[src/rtl/tcmp_pkg.sv]
package tcmp_pkg;

  localparam logic [3:0] MODE_OFF    = 4'h0;
  localparam logic [3:0] MODE_TOGGLE = 4'h5;
  localparam logic [3:0] MODE_PULSE  = 4'hF;

  typedef struct packed {
    logic       flag;   // bit 7
    logic       ie;     // bit 6
    logic [3:0] mode;   // bits 5:2
    logic       rsv;    // bit 1
    logic       dma;    // bit 0
  } ctl_word_t;

endpackage

[src/rtl/tcmp_compare.sv]
module tcmp_compare #(
  parameter int CNT_W = 32
) (
  input  logic             clk,
  input  logic             rst_n,
  input  logic             wr_i,
  input  logic [CNT_W-1:0] wdata_i,
  input  logic             armed_i,
  input  logic [CNT_W-1:0] time_now_i,
  input  logic [CNT_W-1:0] time_prev_i,
  output logic [CNT_W-1:0] live_o,
  output logic             hit_o
);

  logic [CNT_W-1:0] live_q, live_d;
  logic [CNT_W-1:0] queue_q, queue_d;
  logic             qvalid_q, qvalid_d;

  assign hit_o  = armed_i && (time_now_i == live_q) && (time_prev_i != live_q);
  assign live_o = live_q;

  always_comb begin
    live_d   = live_q;
    queue_d  = queue_q;
    qvalid_d = qvalid_q;
    if (hit_o && qvalid_q) begin
      live_d   = queue_q;
      qvalid_d = 1'b0;
    end
    if (wr_i) begin
      if (!armed_i) begin
        live_d   = wdata_i;
        qvalid_d = 1'b0;
      end else begin
        queue_d  = wdata_i;
        qvalid_d = 1'b1;
      end
    end
  end

  always_ff @(posedge clk or negedge rst_n) begin
    if (!rst_n) begin
      live_q   <= '0;
      queue_q  <= '0;
      qvalid_q <= 1'b0;
    end else begin
      live_q   <= live_d;
      queue_q  <= queue_d;
      qvalid_q <= qvalid_d;
    end
  end

  // a queued value is promoted at a match
  assert_queue_promote_R8: assert property (@(posedge clk) disable iff (!rst_n)
    (hit_o && qvalid_q && !wr_i) |=> (live_q == $past(queue_q) && !qvalid_q));

  // a disarmed write discards the queue
  assert_disarmed_load_R8: assert property (@(posedge clk) disable iff (!rst_n)
    (wr_i && !armed_i) |=> (!qvalid_q && live_q == $past(wdata_i)));

endmodule

[src/rtl/tcmp_ctrl.sv]
module tcmp_ctrl
  import tcmp_pkg::*;
(
  input  logic       clk,
  input  logic       rst_n,
  input  logic       wr_i,
  input  logic       w_dma_i,
  input  logic [3:0] w_mode_i,
  input  logic       w_ie_i,
  input  logic       w_clr_i,
  input  logic       hit_i,
  output ctl_word_t  ctl_o,
  output logic       pin_o,
  output logic       irq_o,
  output logic       dma_o
);

  logic       dma_q, dma_d;
  logic       ie_q, ie_d;
  logic [3:0] mode_q, mode_d;
  logic       flag_q, flag_d;
  logic       pin_q, pin_d;

  always_comb begin
    dma_d  = dma_q;
    ie_d   = ie_q;
    mode_d = mode_q;
    flag_d = flag_q;
    if (wr_i) begin
      dma_d  = w_dma_i;
      ie_d   = w_ie_i;
      mode_d = w_mode_i;
      if (w_clr_i) flag_d = 1'b0;
    end
    if (hit_i) flag_d = 1'b1;
  end

  always_comb begin
    case (mode_q)
      MODE_TOGGLE: pin_d = hit_i ? ~pin_q : pin_q;
      MODE_PULSE:  pin_d = hit_i;
      default:     pin_d = pin_q;
    endcase
  end

  always_ff @(posedge clk or negedge rst_n) begin
    if (!rst_n) begin
      dma_q  <= 1'b0;
      ie_q   <= 1'b0;
      mode_q <= MODE_OFF;
      flag_q <= 1'b0;
      pin_q  <= 1'b0;
    end else begin
      dma_q  <= dma_d;
      ie_q   <= ie_d;
      mode_q <= mode_d;
      flag_q <= flag_d;
      pin_q  <= pin_d;
    end
  end

  assign ctl_o = '{flag: flag_q, ie: ie_q, mode: mode_q, rsv: 1'b0, dma: dma_q};
  assign pin_o = pin_q;
  assign irq_o = flag_q & ie_q;
  assign dma_o = flag_q & dma_q;

  // the flag only rises after a match
  assert_flag_cause_R3: assert property (@(posedge clk) disable iff (!rst_n)
    $rose(flag_q) |-> $past(hit_i));

  // a match always leaves the flag set, clear or not
  assert_match_wins_R7: assert property (@(posedge clk) disable iff (!rst_n)
    hit_i |=> flag_q);

  // a disarmed channel sees no match
  assert_off_no_hit_R4: assert property (@(posedge clk) disable iff (!rst_n)
    (mode_q == MODE_OFF) |-> !hit_i);

  // toggle mode inverts the pin at a match
  assert_toggle_flip_R5: assert property (@(posedge clk) disable iff (!rst_n)
    (mode_q == MODE_TOGGLE && hit_i) |=> (pin_q != $past(pin_q)));

  // pulse mode pin is low after any non-match cycle
  assert_pulse_width_R6: assert property (@(posedge clk) disable iff (!rst_n)
    (mode_q == MODE_PULSE && !hit_i) |=> !pin_q);

endmodule

[src/rtl/tcmp_bank.sv]
module tcmp_bank
  import tcmp_pkg::*;
#(
  parameter int NUM_CH    = 4,
  parameter int CNT_W     = 32,
  parameter int DATA_W    = 32,
  parameter int ADDR_W    = 12,
  parameter int STAT_OFS  = 4,
  parameter int CH_BASE   = 8,
  parameter int CH_STRIDE = 8
) (
  input  logic              clk,
  input  logic              rst_n,
  input  logic [CNT_W-1:0]  time_in,
  input  logic              bus_wr,
  input  logic [ADDR_W-1:0] bus_addr,
  input  logic [DATA_W-1:0] bus_wdata,
  output logic [DATA_W-1:0] bus_rdata,
  output logic [NUM_CH-1:0] ch_out,
  output logic [NUM_CH-1:0] dma_req,
  output logic              irq
);

  localparam int CMP_OFS = CH_STRIDE / 2;
  localparam int CTL_W   = $bits(ctl_word_t);

  logic [CNT_W-1:0]             time_prev_q;
  ctl_word_t [NUM_CH-1:0]       ctl_rd;
  logic [NUM_CH-1:0][CNT_W-1:0] live_rd;
  logic [NUM_CH-1:0]            hit;
  logic [NUM_CH-1:0]            ch_irq;
  logic [NUM_CH-1:0]            flags;

  always_ff @(posedge clk or negedge rst_n) begin
    if (!rst_n) time_prev_q <= '0;
    else        time_prev_q <= time_in;
  end

  for (genvar g = 0; g < NUM_CH; g++) begin : g_ch
    logic wr_ctl, wr_cmp, armed;
    assign wr_ctl = bus_wr && (bus_addr == ADDR_W'(CH_BASE + g * CH_STRIDE));
    assign wr_cmp = bus_wr && (bus_addr == ADDR_W'(CH_BASE + g * CH_STRIDE + CMP_OFS));
    assign armed  = (ctl_rd[g].mode != MODE_OFF);

    tcmp_compare #(.CNT_W(CNT_W)) u_cmp (
      .clk         (clk),
      .rst_n       (rst_n),
      .wr_i        (wr_cmp),
      .wdata_i     (bus_wdata[CNT_W-1:0]),
      .armed_i     (armed),
      .time_now_i  (time_in),
      .time_prev_i (time_prev_q),
      .live_o      (live_rd[g]),
      .hit_o       (hit[g])
    );

    tcmp_ctrl u_ctl (
      .clk      (clk),
      .rst_n    (rst_n),
      .wr_i     (wr_ctl),
      .w_dma_i  (bus_wdata[0]),
      .w_mode_i (bus_wdata[5:2]),
      .w_ie_i   (bus_wdata[6]),
      .w_clr_i  (bus_wdata[7]),
      .hit_i    (hit[g]),
      .ctl_o    (ctl_rd[g]),
      .pin_o    (ch_out[g]),
      .irq_o    (ch_irq[g]),
      .dma_o    (dma_req[g])
    );

    assign flags[g] = ctl_rd[g].flag;
  end

  assign irq = |ch_irq;

  always_comb begin
    bus_rdata = '0;
    if (bus_addr == ADDR_W'(STAT_OFS)) bus_rdata = DATA_W'(flags);
    for (int i = 0; i < NUM_CH; i++) begin
      if (bus_addr == ADDR_W'(CH_BASE + i * CH_STRIDE))
        bus_rdata = DATA_W'(ctl_rd[i]);
      if (bus_addr == ADDR_W'(CH_BASE + i * CH_STRIDE + CMP_OFS))
        bus_rdata = DATA_W'(live_rd[i]);
    end
  end

  initial begin
    assert_params_R2: assert (CNT_W <= DATA_W && CTL_W <= DATA_W && CMP_OFS >= 1);
  end

endmodule

[config.mk]
export PLATFORM = sky130hd
export DESIGN_NAME = tcmp_bank
export DESIGN_NICKNAME = d
export VERILOG_FILES = /design/src/rtl/tcmp_pkg.sv /design/src/rtl/tcmp_compare.sv /design/src/rtl/tcmp_ctrl.sv /design/src/rtl/tcmp_bank.sv
export SDC_FILE = /design/constraint.sdc
export NUM_CORES = 1
export LEC_CHECK = 0
export CORE_ASPECT_RATIO = 0.8
export CORE_MARGIN = 1.5
export CORE_UTILIZATION = 40
export DETAILED_ROUTE_END_ITERATION = 12
export GPL_TIMING_DRIVEN = 0
export SYNTH_ARGS = -nofsm -noshare
export SYNTH_HDL_FRONTEND = slang
export SYNTH_SLANG_ARGS = --single-unit
[constraint.sdc]
create_clock -name clk -period 4.05 [get_ports clk]
set_input_delay 0.405 -clock clk [delete_from_list [all_inputs] [get_ports clk]]
set_output_delay 0.405 -clock clk [all_outputs]
set_load 0.05 [all_outputs]
## Word-level counts from Yosys, hierarchy flattened

Index checks and enable logic that the tools add are counted.

- Muxes and demuxes: 50
- $lt $le $gt $ge: 0
- Divide/modulo/power cells: 0
- Add/sub/neg operators: 0
- Multiply operators: 0
- Shifts and indexed selects: 0
- Bitwise gates (word level): 12
- Reductions and logical operators: 53
- Eq/ne operators: 29

Operators with widths:

| cell | count |
|---|---|
| $mux 32 | 19 |
| $eq 32x32->1 | 4 |
| $ne 32x32->1 | 4 |
| $eq 12x5->1 const B | 4 |
| $reduce_bool 2->1 | 16 |
| $mux 1 | 25 |
| $eq 12x4->1 const B | 2 |
| $eq 12x6->1 const B | 2 |
| $reduce_and 2->1 | 12 |
| $logic_and 1x1->1 | 20 |
| $eq 4x3->1 const B | 4 |
| $eq 4x4->1 const B | 4 |
| $reduce_bool 4->1 | 4 |
| $eq 12x3->1 const B | 1 |
| $and 1x1->1 | 8 |
| $mux 8 | 1 |
| $ne 2x2->1 const B | 4 |
| $pmux 1 s2 | 4 |
| $mux 4 | 1 |
| $not 1->1 | 4 |
| $reduce_or 4->1 | 1 |

- Bits in latches: 0
- Word-level logic and storage cells: 177
- Bits in writable memories: 0
- Memories: 0
- Bits in registers: 324
- ROM bits: 0

## Logic depth before layout (Yosys ltp)

- Depth after elaboration: 10
- Depth in mapped cells: 9
- Gate-level depth less buffers: 6

## Cells and area by module

A second synthesis with hierarchy kept.

- Cell total of the unflattened synthesis: 1769
- Area, all modules: 18754.2 um^2

Modules (own cells, without submodules):

| module | times used | area each (um^2) | seq. area each (um^2) | cells each |
|---|---|---|---|---|
| tcmp_compare | 4 | 3724.8 | 1626.6 | 345 |
| tcmp_bank | 1 | 2308.5 | 800.8 | 257 |
| tcmp_ctrl | 4 | 386.6 | 200.2 | 33 |

## Worst setup path after synthesis

Ideal clock, no wire load.

- Path type: input to output
- From: input port bus_addr[4]
- To: output port bus_rdata[7]
- Slack: 761 ps
- Cell stages on the path: 7
- Data arrival time: 2884 ps
- Data required time: 3645 ps
- Cell sequence: buf_2 -> or2_2 -> clkbuf_1 -> nor3_2 -> buf_2 -> a222oi_1 -> o21ai_0

- Cells in the longest elaborated chain, start to end: 9
- Elaborated cells between the ends (all ways): 16

RTL lines:

| element | line | RTL |
|---|---|---|
| start, declared | tcmp_bank.sv:16 | `input logic [ADDR_W-1:0] bus_addr,` |
| $eq 12x4->1 | tcmp_bank.sv:81 | `if (bus_addr == ADDR_W'(CH_BASE + i * CH_STRIDE))` |
| $mux 8 | tcmp_bank.sv:81 |  |
| $mux 32 | tcmp_bank.sv:83 | `if (bus_addr == ADDR_W'(CH_BASE + i * CH_STRIDE + CMP_OFS))` |
| $mux 32 | tcmp_bank.sv:81 |  |
| $mux 32 | tcmp_bank.sv:83 |  |
| $mux 32 | tcmp_bank.sv:81 |  |
| $mux 32 | tcmp_bank.sv:83 |  |
| $mux 32 | tcmp_bank.sv:81 |  |
| $mux 32 * | tcmp_bank.sv:83 |  |
| end, declared | tcmp_bank.sv:18 | `output logic [DATA_W-1:0] bus_rdata,` |

Every way passes the cells marked *; elsewhere a longest branch is shown, timed or not.

## Worst setup path in the final report

- From: input port bus_addr[7]
- To: output port bus_rdata[25]

- Cells in the longest elaborated chain, start to end: 8
- Elaborated cells between the ends (all ways): 14

RTL lines:

| element | line |
|---|---|
| $eq 12x4->1 | tcmp_bank.sv:83 |
| $mux 32 | tcmp_bank.sv:83 |
| $mux 32 | tcmp_bank.sv:81 |
| $mux 32 | tcmp_bank.sv:83 |
| $mux 32 | tcmp_bank.sv:81 |
| $mux 32 | tcmp_bank.sv:83 |
| $mux 32 | tcmp_bank.sv:81 |
| $mux 32 * | tcmp_bank.sv:83 |

Marked as above.

==> summary.txt <==
Clocking
  – H-tree levels: 2
  – Clock slew at reported path FFs: 60 ps
  – Later-pin clock latency in the skew report: between 500 and 600 ps
  – Num CTS Buffers: 38
  – Root buffer cell: clkbuf_16
  – Clock Tree Buf Depth: 3
  – CTS tree: done
  – CTS Sinks: roughly 320

Worst setup path
  – Crit path DAT: between 3000 and 4000 ps
  – Crit start category: primary input
  – CP Capture Type: primary output
  – Req. time, crit path: around 3600 ps
  – Crit path kind: primary input to primary output
  – Crit-path max FO: 10

Power
  – Clock power frac: ~46%
  – Power Internal: roughly 5.3 mW
  – Pwr/cell area: 321 nW/um2
  – Static leakage: 10.4 nW
  – Net switching power: 1.82 mW
  – Sequential share of power: 46.6%
  – Combinational power share: between 7 and 8%
  – Switching fraction of total power: about a quarter
  – Max VDD drop: 0.331 mV
  – Total power: between 7 and 8 mW

Cells and area
  – Post-Layout Cell Count: about 2700
  – Fill count: 4476
  – Footprint of the multi-input gates: a little over 10000 um2
  – FF+latch area: around 8000 um2
  – Post-route cell area: 22100 um2
  – Layout Nets: ~2100
  – Area grow syn2layout: 16.9%
  – Share of cells above drive strength 1: roughly 14%

Global route
  – Met3 usage: 5.83%
  – Grt met1 use: between 40 and 50%
  – Via count of the first global-routing pass: 16100
  – Tot GR Track Use: 32.8%
  – First-pass GRT wire length: 114000 um
  – Remaining Overflow, GRT: 0
  – Initial antenna violation count: 4
  – Largest net degree at the start of global routing: 115
  – GRT busiest layer: met1
  – Grt met2 use: between 40% and 50%

Drt
  – Post-Route WL: just under 80000 um
  – DRT Pass-1 Iters: 6
  – Per-cell routed wire length: 29.4 um
  – 1st-iter DRT viols: ~1800
  – Via total after detailed routing: approximately 16000
  – Avg Vias per Cell: between 6 and 7
  – Residual DRC count: 0
  – Antenna Violating Nets Remaining: 0

Yosys
  – Dominant synthesized flop cell: dfrtp_1
  – Number of synthesis warnings: 0
  – Synth top area cells: dfrtp_1 (43%), mux2_2 (8.4%), xor2_1 (7.1%)
  – Cell Area, Synth: approximately 19000 um2
  – Seq/Total Area, Yosys: 42.8%
  – Syn Nets: about 2000
  – Top-count cell post-synth: dfrtp_1
  – Cell variety after synth: 60
  – Synth top cells by count: dfrtp_1 (324), nand2_1 (203), xor2_1 (153)
  – #FFs+latches synth: between 300 and 400
  – Synth Area per Inst: between 9 and 10 um2
  – Synth top area share: 42.8%
  – Asr flop ratio synth: 100%
  – Synth Instances: ~1900
  – Yosys top cell by area: dfrtp_1
  – Post-synth EDFFs: 0

Placed design
  – Placer Congestion: between 1 and 1.5
  – Port bufs: 117
  – Placed inst area: between 20000 and 25000 um2
  – Detailed Place HPWL: about 63000 um
  – Dpl cells: approximately 2600

Floorplanning
  – Die Footprint: approximately 50000 um2
  – Chip width: roughly 250 um
  – Initial core utilization: 40.4%
  – # rows: between 70 and 80
  – IO Pins: 120
  – DIE HEIGHT: 198 um
  – Core area: roughly 47000 um2

STA
  – Min Tclk post-route: around 4000 ps
  – Setup violations, final: 0
  – Max Clock Skew: roughly 28 ps
  – Final Hold Vio Count: 0
  – Setup TNS: 0 ps
  – Worst slew pin tran: about 1300 ps
  – Max-slew violations: 0
  – WHS: 354 ps
  – Tcrit/Tclk final: between 90% and 100%
  – RSZ-0062 raised after global routing: no
  – Rel. slew slack: about an eighth
  – Fmax: approximately 0.25 GHz

Min path
  – Min-Delay Path Class: primary input to flip-flop

Job
  – Max-cap viol count: 0

Outcome
  – Status: finished, final reports clean
-- final timing paths --
check	from	end	slack [ps]	depth (start not counted)
max in group asynchronous	rst_n	g_ch[2].u_cmp.queue_q[14]$_DFFE_PN0P_	2430	3
min in group asynchronous	rst_n	g_ch[0].u_cmp.queue_q[4]$_DFFE_PN0P_	470	2
hold reg to reg	g_ch[3].u_cmp.queue_q[9]$_DFFE_PN0P_	g_ch[3].u_cmp.queue_q[9]$_DFFE_PN0P_	500	1
hold / removal	time_in[15]	time_prev_q[15]$_DFF_PN0_	350	1
setup / recovery	bus_addr[7]	bus_rdata[25]	70	9
setup reg to reg	g_ch[1].u_ctl.mode_q[1]$_DFFE_PN0P_	g_ch[1].u_cmp.live_o[24]$_DFF_PN0_	290	6
-- through the flow --
| stage | util (%) | setup WS, ps |
|---|---|---|
| 3_5_place_dp | 44.6 | -893 |
| 4_1_cts | 47.2 | 10.2 |
| 3_3_place_gp | 44.5 | -11960 |
| 5_1_grt | 47.2 | 2.58 |
| 6_report | 47.2 | 67.4 |
| 2_1_floorplan | - | 761 |
-- layout make-up --
| class | instances | area share [%] |
|---|---|---|
| Multi-Input combinational cell | 1407 | 45.7 |
| Sequential cell | 324 | 36.6 |
| Timing Repair Buffer | 121 | 5.60 |
| Clock buffer | 53 | 4.93 |
| Tap cell | 620 | 3.50 |
| Buffer | 156 | 3.22 |
| Clock inverter | 8 | 0.232 |
| Inverter | 11 | 0.187 |
| Antenna cell | 2 | 0.0226 |
-- registers in the layout, summed over array words and instances, names as in the netlist --
name / cells
g_ch.u_cmp.live_o: 128
g_ch.u_ctl.flag_q: 4
g_ch.u_ctl.pin_o: 4
g_ch.u_ctl.ie_q: 4
g_ch.u_cmp.qvalid_q: 4
time_prev_q: 32
g_ch.u_ctl.dma_q: 4
g_ch.u_ctl.mode_q: 16
g_ch.u_cmp.queue_q: 128
-- kinds of logic (layout without fill, tap and decap cells) --
family / Yosys count / in the layout / share of synthesized area [%]
AO/OA/AOI/OAI: 306 / 306 / 10.2
other: 0 / 2 / 0
flip-flops: 324 / 324 / 42.8
XOR/XNOR: 256 / 256 / 11.8
multiplexers: 152 / 152 / 9.26
AND/OR/NAND/NOR: 693 / 693 / 21.9
buffers and inverters: 167 / 349 / 3.94
-- metal layers --
layer	up-vias	part of all wire [%]
li1	7186	-
met1	8197	45
met2	821	43
met3	124	9.2
met4	0	2.5
met5	-	0
-- worst max-delay path: stages --
cell             delay, ps
clkdlybuf4s50_1        450
nor4_2                 480
nand4_1                410
nor2_4                 330
buf_2                  310
clkbuf_2               330
a22oi_1                150
nand3_1                170
dlygate4sd2_1          550
-- power groups by stage --
stage,Clock (mW),Combinational [mW],Sequential (mW)
floorplan,0,0.173,3.35
global placement,0,0.505,3.38
detailed placement,0,0.512,3.37
CTS,3.33,0.516,3.31
global route,3.46,0.551,3.32
finish,3.28,0.522,3.32
-- repair_timing --
action                     CTS  global route
buffers inserted             1             0
hold buffers                 1             0
setup endpoints to repair   32            20
resized for setup           29            26
gates cloned                 0             0
pin swaps                    1             0
hold endpoints to repair    96             0
-- placed cells by master, fill, tap and decap left out, types with 68 or more instances in the layout --
| cell | n |
|---|---|
| a21oi_1 | 79 |
| clkbuf_1 | 101 |
| clkdlybuf4s50_1 | 88 |
| dfrtp_1 | 324 |
| mux2_2 | 141 |
| nand2_1 | 203 |
| nand3_1 | 86 |
| nor2b_1 | 68 |
| o21ai_0 | 119 |
| xnor2_1 | 103 |
| xor2_1 | 153 |
No activity file was read; power rests on OpenSTA's default activity.
